**config.mk**
```make
export PLATFORM = sky130hd
export DESIGN_NAME = pwrgood_strap_latch
export DESIGN_NICKNAME = d
export VERILOG_FILES = /design/src/rtl/pgs_pkg.sv /design/src/rtl/pgs_sync.sv /design/src/rtl/pgs_capture.sv /design/src/rtl/pgs_pd_ctrl.sv /design/src/rtl/pwrgood_strap_latch.sv
export SDC_FILE = /design/constraint.sdc
export NUM_CORES = 1
export LEC_CHECK = 0
export ABC_AREA = 1
export BUFFER_PORTS_ARGS = -buffer_cell sky130_fd_sc_hd__buf_2
export CORE_MARGIN = 4
export CORE_UTILIZATION = 53
export CTS_CLUSTER_SIZE = 10
export DETAILED_ROUTE_END_ITERATION = 8
export GPL_TIMING_DRIVEN = 0
export PLACE_DENSITY_LB_ADDON = 0.12
export SKIP_CTS_REPAIR_TIMING = 1
export SYNTH_ARGS = -nofsm -noshare
export SYNTH_HDL_FRONTEND = slang
export SYNTH_SLANG_ARGS = --single-unit
export TNS_END_PERCENT = 10
```
**constraint.sdc**
```tcl
create_clock -name clk -period 1.9 [get_ports clk]
set_clock_uncertainty 0.15 [all_clocks]
set_input_delay 0.38 -clock clk [delete_from_list [all_inputs] [get_ports clk]]
set_output_delay 0.38 -clock clk [all_outputs]
set_load 0.05 [all_outputs]
```
**src/rtl/pgs_pkg.sv**
```systemverilog
package pgs_pkg;
  localparam int FS_W = 3;

  typedef struct packed {
    logic            test;
    logic            trust;
    logic            dbg;
    logic            route;
    logic [FS_W-1:0] fs;
    logic            strobe;
    logic            mode;
  } pin_t;

  localparam int PIN_W = $bits(pin_t);

  typedef struct packed {
    logic            trust;
    logic            dbg;
    logic            route;
    logic [FS_W-1:0] fs;
  } cfg_t;

  // strobe idles high with mode 0 so the reset image is "not asserted"
  localparam pin_t PIN_RST = '{test: 1'b0, trust: 1'b1, dbg: 1'b0, route: 1'b0,
                               fs: '0, strobe: 1'b1, mode: 1'b0};
  localparam cfg_t CFG_RST = '{trust: 1'b1, dbg: 1'b0, route: 1'b0, fs: '0};

  // strobe level counts as power-good when it matches the mode polarity
  function automatic logic pg_level_hit(input logic mode, input logic lvl);
    return mode ? lvl : ~lvl;
  endfunction

  function automatic cfg_t pick_cfg(input pin_t p);
    cfg_t c;
    c.trust = p.trust;
    c.dbg   = p.dbg;
    c.route = p.route;
    c.fs    = p.fs;
    return c;
  endfunction
endpackage

```
**src/rtl/pgs_sync.sv**
```systemverilog
module pgs_sync #(
  parameter int             W       = 1,
  parameter int             STAGES  = 2,
  parameter logic [W-1:0]   RST_VAL = '0
) (
  input  logic         clk,
  input  logic         rst_n,
  input  logic [W-1:0] d,
  output logic [W-1:0] q
);
  logic [W-1:0] stg [STAGES];

  for (genvar i = 0; i < STAGES; i++) begin : g_stage
    if (i == 0) begin : g_first
      always_ff @(posedge clk or negedge rst_n)
        if (!rst_n) stg[i] <= RST_VAL;
        else        stg[i] <= d;
    end else begin : g_next
      always_ff @(posedge clk or negedge rst_n)
        if (!rst_n) stg[i] <= RST_VAL;
        else        stg[i] <= stg[i-1];
    end
  end

  assign q = stg[STAGES-1];
endmodule

```
**src/rtl/pgs_capture.sv**
```systemverilog
module pgs_capture
  import pgs_pkg::*;
#(
  parameter int CONFIRM = 2
) (
  input  logic clk,
  input  logic rst_n,
  input  pin_t s,
  output logic lat,
  output logic hit,
  output cfg_t cfg
);
  localparam int              CNT_W   = (CONFIRM > 1) ? $clog2(CONFIRM) : 1;
  localparam logic [CNT_W-1:0] CNT_MAX = CNT_W'(CONFIRM - 1);

  logic             mode_q;
  logic [CNT_W-1:0] cnt;
  logic             cap_fire;
  logic             test_follow;

  assign hit         = pg_level_hit(lat ? mode_q : s.mode, s.strobe);
  assign cap_fire    = !lat && hit && (cnt == CNT_MAX);
  assign test_follow = lat && s.test;

  always_ff @(posedge clk or negedge rst_n) begin
    if (!rst_n) begin
      lat    <= 1'b0;
      mode_q <= 1'b0;
      cnt    <= '0;
      cfg    <= CFG_RST;
    end else begin
      if (!hit)               cnt <= '0;
      else if (cnt != CNT_MAX) cnt <= cnt + 1'b1;
      if (cap_fire) begin
        lat    <= 1'b1;
        mode_q <= s.mode;
        cfg    <= pick_cfg(s);
      end else if (test_follow) begin
        cfg    <= pick_cfg(s);
      end
    end
  end

  assert_sticky_R3: assert property (@(posedge clk) disable iff (!rst_n)
    lat |=> lat);
  assert_confirmed_R2: assert property (@(posedge clk) disable iff (!rst_n)
    $rose(lat) |-> ($past(hit) && $past(cnt) == CNT_MAX));
  assert_hold_R4: assert property (@(posedge clk) disable iff (!rst_n)
    (lat && !s.test) |=> $stable(cfg));
  assert_mode_fixed_R5: assert property (@(posedge clk) disable iff (!rst_n)
    lat |=> $stable(mode_q));
endmodule

```
**src/rtl/pgs_pd_ctrl.sv**
```systemverilog
module pgs_pd_ctrl (
  input  logic clk,
  input  logic rst_n,
  input  logic lat,
  input  logic hit,
  input  logic test,
  input  logic fs_mid,
  output logic pwr_dn,
  output logic tst_tri,
  output logic tst_ref
);
  assign pwr_dn  = lat && !hit;
  assign tst_tri = test && !fs_mid;
  assign tst_ref = test && fs_mid;

  assert_pd_gate_R6: assert property (@(posedge clk) disable iff (!rst_n)
    !lat |-> !pwr_dn);
  assert_test_excl_R8: assert property (@(posedge clk) disable iff (!rst_n)
    !(tst_tri && tst_ref));
endmodule

```
**src/rtl/pwrgood_strap_latch.sv**
```systemverilog
module pwrgood_strap_latch
  import pgs_pkg::*;
#(
  parameter int SYNC_STAGES = 2,
  parameter int CONFIRM     = 2
) (
  input  logic            clk,
  input  logic            rst_n,
  input  logic            pg_mode_i,
  input  logic            pg_strobe_i,
  input  logic [FS_W-1:0] fsel_i,
  input  logic            route_strap_i,
  input  logic            dbg_strap_i,
  input  logic            trust_strap_i,
  input  logic            test_mode_i,
  output logic [FS_W-1:0] freq_code_o,
  output logic            route_sel_o,
  output logic            dbg_sel_o,
  output logic            trusted_o,
  output logic            pwr_dn_o,
  output logic            straps_latched_o,
  output logic            test_tristate_o,
  output logic            test_refdiv_o
);
  pin_t             raw;
  pin_t             s;
  logic [PIN_W-1:0] sync_q;
  logic             lat;
  logic             hit;
  cfg_t             cfg;

  assign raw = '{test: test_mode_i, trust: trust_strap_i, dbg: dbg_strap_i,
                 route: route_strap_i, fs: fsel_i, strobe: pg_strobe_i,
                 mode: pg_mode_i};

  pgs_sync #(.W(PIN_W), .STAGES(SYNC_STAGES), .RST_VAL(PIN_RST)) u_sync (
    .clk(clk), .rst_n(rst_n), .d(raw), .q(sync_q));

  assign s = pin_t'(sync_q);

  pgs_capture #(.CONFIRM(CONFIRM)) u_cap (
    .clk(clk), .rst_n(rst_n), .s(s), .lat(lat), .hit(hit), .cfg(cfg));

  pgs_pd_ctrl u_pd (
    .clk(clk), .rst_n(rst_n), .lat(lat), .hit(hit), .test(s.test),
    .fs_mid(s.fs[1]), .pwr_dn(pwr_dn_o), .tst_tri(test_tristate_o),
    .tst_ref(test_refdiv_o));

  assign freq_code_o      = cfg.fs;
  assign route_sel_o      = cfg.route;
  assign dbg_sel_o        = cfg.dbg;
  assign trusted_o        = cfg.trust;
  assign straps_latched_o = lat;

  assert_reset_trust_R1: assert property (@(posedge clk) disable iff (!rst_n)
    !lat |-> (trusted_o && freq_code_o == '0 && !route_sel_o && !dbg_sel_o));
endmodule

```
==> flow_summary.toml <==
[status]
status = "finished with violations"
violations = "setup timing"

[timing]
slew_headroom = 0.623
grt_setup_unrepaired = "yes"
hold_viol_final = 0
fin_ws_ns = -0.0148
fmaxAchievable_mhz = 522
fin_crit_sh = 1.01
worst_pin_slew_ns = 0.566
final_max_slew_viol_count = 0
setup_viol = 1
period_needed_ns = 1.91

[global_routing]
grt_max_degree = 28
grt_pass1_wl_um = 2040
grt-ovfl-total = 0
grt_antenna_before_repair = 0
grt.total_usage = 0.108
grt_pass1_vias = 472

[synth]
yosys_register_bits = 27
synthesis.area_um2 = 887
syn_inst = 69
ys.warnings.count = 0
seq_area_frac_synth = 0.769
ys_types = 13
synth.net_count = 80
synth_top_area_frac = 0.621
synth.avg_cell_area_um2 = 12.9
ys_top_cells_by_area = "dfrtp_1 62%, dfstp_2 15%, nand2_1 8.0%, nand3_1 3.4%, inv_1 2.5%"
synth_area_leader_cell = "dfrtp_1"

[placed_design]
port_buffers = 20
hpwl_um = 829
dp_slack_ns = 0.210
place_area_um2 = 1020
gp_congestion = 0.747

[worst_setup_path]
critPathLaunchType = "register"
crit_path_start = "u_cap.lat"
r2r-end = "u_cap.cfg[4]"
critical-path-top-delay-family = "flip-flops"
path_cells = "nand2_1 -> nand3_2 -> and2_4 -> nor2_4 -> buf_6"
end_kind = "primary output"
crit_path_top_delay_cell = "dfrtp_2"
worst-path-stages = 5
cp.required_ns = 1.37
r2r_start = "u_cap.lat"
cp_max_fo = 5
cp.arrival_ns = 1.38
ff2ff_path_depth = 6
slowest_delay_ns = 0.48
ff2ff_setup_slack_ns = 0.48
cp-endpoint = "pwr_dn_o"
cp_num_buf_inv = 1
worst-setup-path-type = "reg -> out"

[cts]
clkSlewWorstSetupHoldPaths_ns = 0.14
cts_root_buf = "clkbuf_4"
insertion_delay_ns = 0.31
cts_tree = "yes"
cts_buffer_depth = 2
h-tree-depth = 1
cts_buffers = 3
cts_sinks = 27

[final_layout]
regArea_um2 = 683
nNetsFinal = 120
area_growth_pct = 36.4
fillCellCount = 105
final_cell_mix = "21 x dfrtp_1, 19 x buf_2, 17 x nand2_1"
multi_input_comb_area_um2 = 206
stdcell_area_um2 = 1210
antennaDiodeCount = 0
final_common_cell = "dfrtp_1"
drive_above_1_share = 0.417

[floorplanning]
coreArea_um2 = 1540
initial_utilization = 0.575
fp.dieH_um = 48.9
die_w_um = 48.9
top_level_ports = 21
rows = 14
fp.dieArea_um2 = 2390

[hold_path]
hold_start = "u_sync.stg[11]"
min-delay-path-class = "reg -> reg"

[routing]
wl_per_cell_um = 11.4
drcViolationCount = 0
vias_per_cell = 4.56
ant_nets = 0
drtIter0Drc = 5
finalWirelength_um = 1410
dr.pass1.iters = 4
vias = 566

[power]
power_per_cell_area_nw_per_um2 = 1400
ir_drop_mv = 0.886
p_leak_nw = 0.624

[run]
max_cap_viol_count = 0
==> worst min path at each step <==
stage / slack [ns] / cells after the start / end
floorplan: -0.07 / 0 / u_cap.cfg[0]
global placement: 0.18 / 0 / u_sync.q[8]
detailed placement: 0.18 / 0 / u_sync.q[2]
CTS: -0.1 / 1 / u_cap.cnt
global route: 0.22 / 0 / u_sync.q[7]
finish: 0.21 / 0 / u_sync.q[2]
==> logic make-up (layout without fill, tap and decap cells) <==
group | Yosys count | in the layout | synth area share
simple gates | 34 | 34 | 0.196
flops | 27 | 27 | 0.769
compound gates | 1 | 1 | 0.00564
buf+inv | 7 | 46 | 0.0296
==> sequential cells by signal (all words and copies together) (netlist names) <==
register	flops
u_cap.cnt	1
u_cap.lat	1
u_cap.cfg	6
u_sync.stg	9
u_sync.q	9
u_cap.mode_q	1
==> power breakdown <==
part           switching (mW)  leakage (nW)  internal [mW]  total [mW]
sequential             0.0595         0.310          0.683       0.743
combinational           0.485         0.296          0.236       0.720
clock                   0.158        0.0177         0.0786       0.236
total                   0.702         0.624          0.998        1.70
==> through the flow <==
stage               utilization  TNS, ns  hold WS (ns)  std cells  power [mW]
CTS                       0.677   -0.156       -0.0990        109        1.57
global placement          0.659        0         0.182        105        1.33
detailed placement        0.659        0         0.185        105        1.34
finish                    0.785  -0.0148         0.214        124        1.70
floorplan                     -        0       -0.0656         69        1.21
global route              0.785  -0.0839         0.219        124        1.80
==> synthesized netlist by cell type <==
master and number:
nand3_4 1, dfstp_2 5, dfrtp_1 22, nand2_2 1, nor2_1 3, and2_1 1, inv_2 1, inv_1 6
nand2_1 19, nand3_1 6, o21ai_1 1, nand3_2 2, nand2_4 1
==> worst register-to-register path, stage by stage, from the launching register on <==
cell and delay, ns:
dfrtp_2 0.48, buf_4 0.15, nor2_1 0.18, nand3_4 0.17
nand2_4 0.12, nand2_1 0.07, nand2_1 0.06
==> layout make-up <==
class,instances,area share
Clock inverter,1,0.00414
Clock buffer,3,0.0186
Multi-Input combinational cell,35,0.171
Timing Repair Buffer,35,0.202
Inverter,7,0.0238
Sequential cell,27,0.565
Tap cell,16,0.0165
==> metal layers <==
metal | routed length (µm) | track usage
met1 | 612 | 0.151
met2 | 704 | 0.150
met3 | 94 | 0.0459
met4 | 0 | 0.0404
met5 | 0 | 0
No activity file was read; power rests on OpenSTA's default activity.
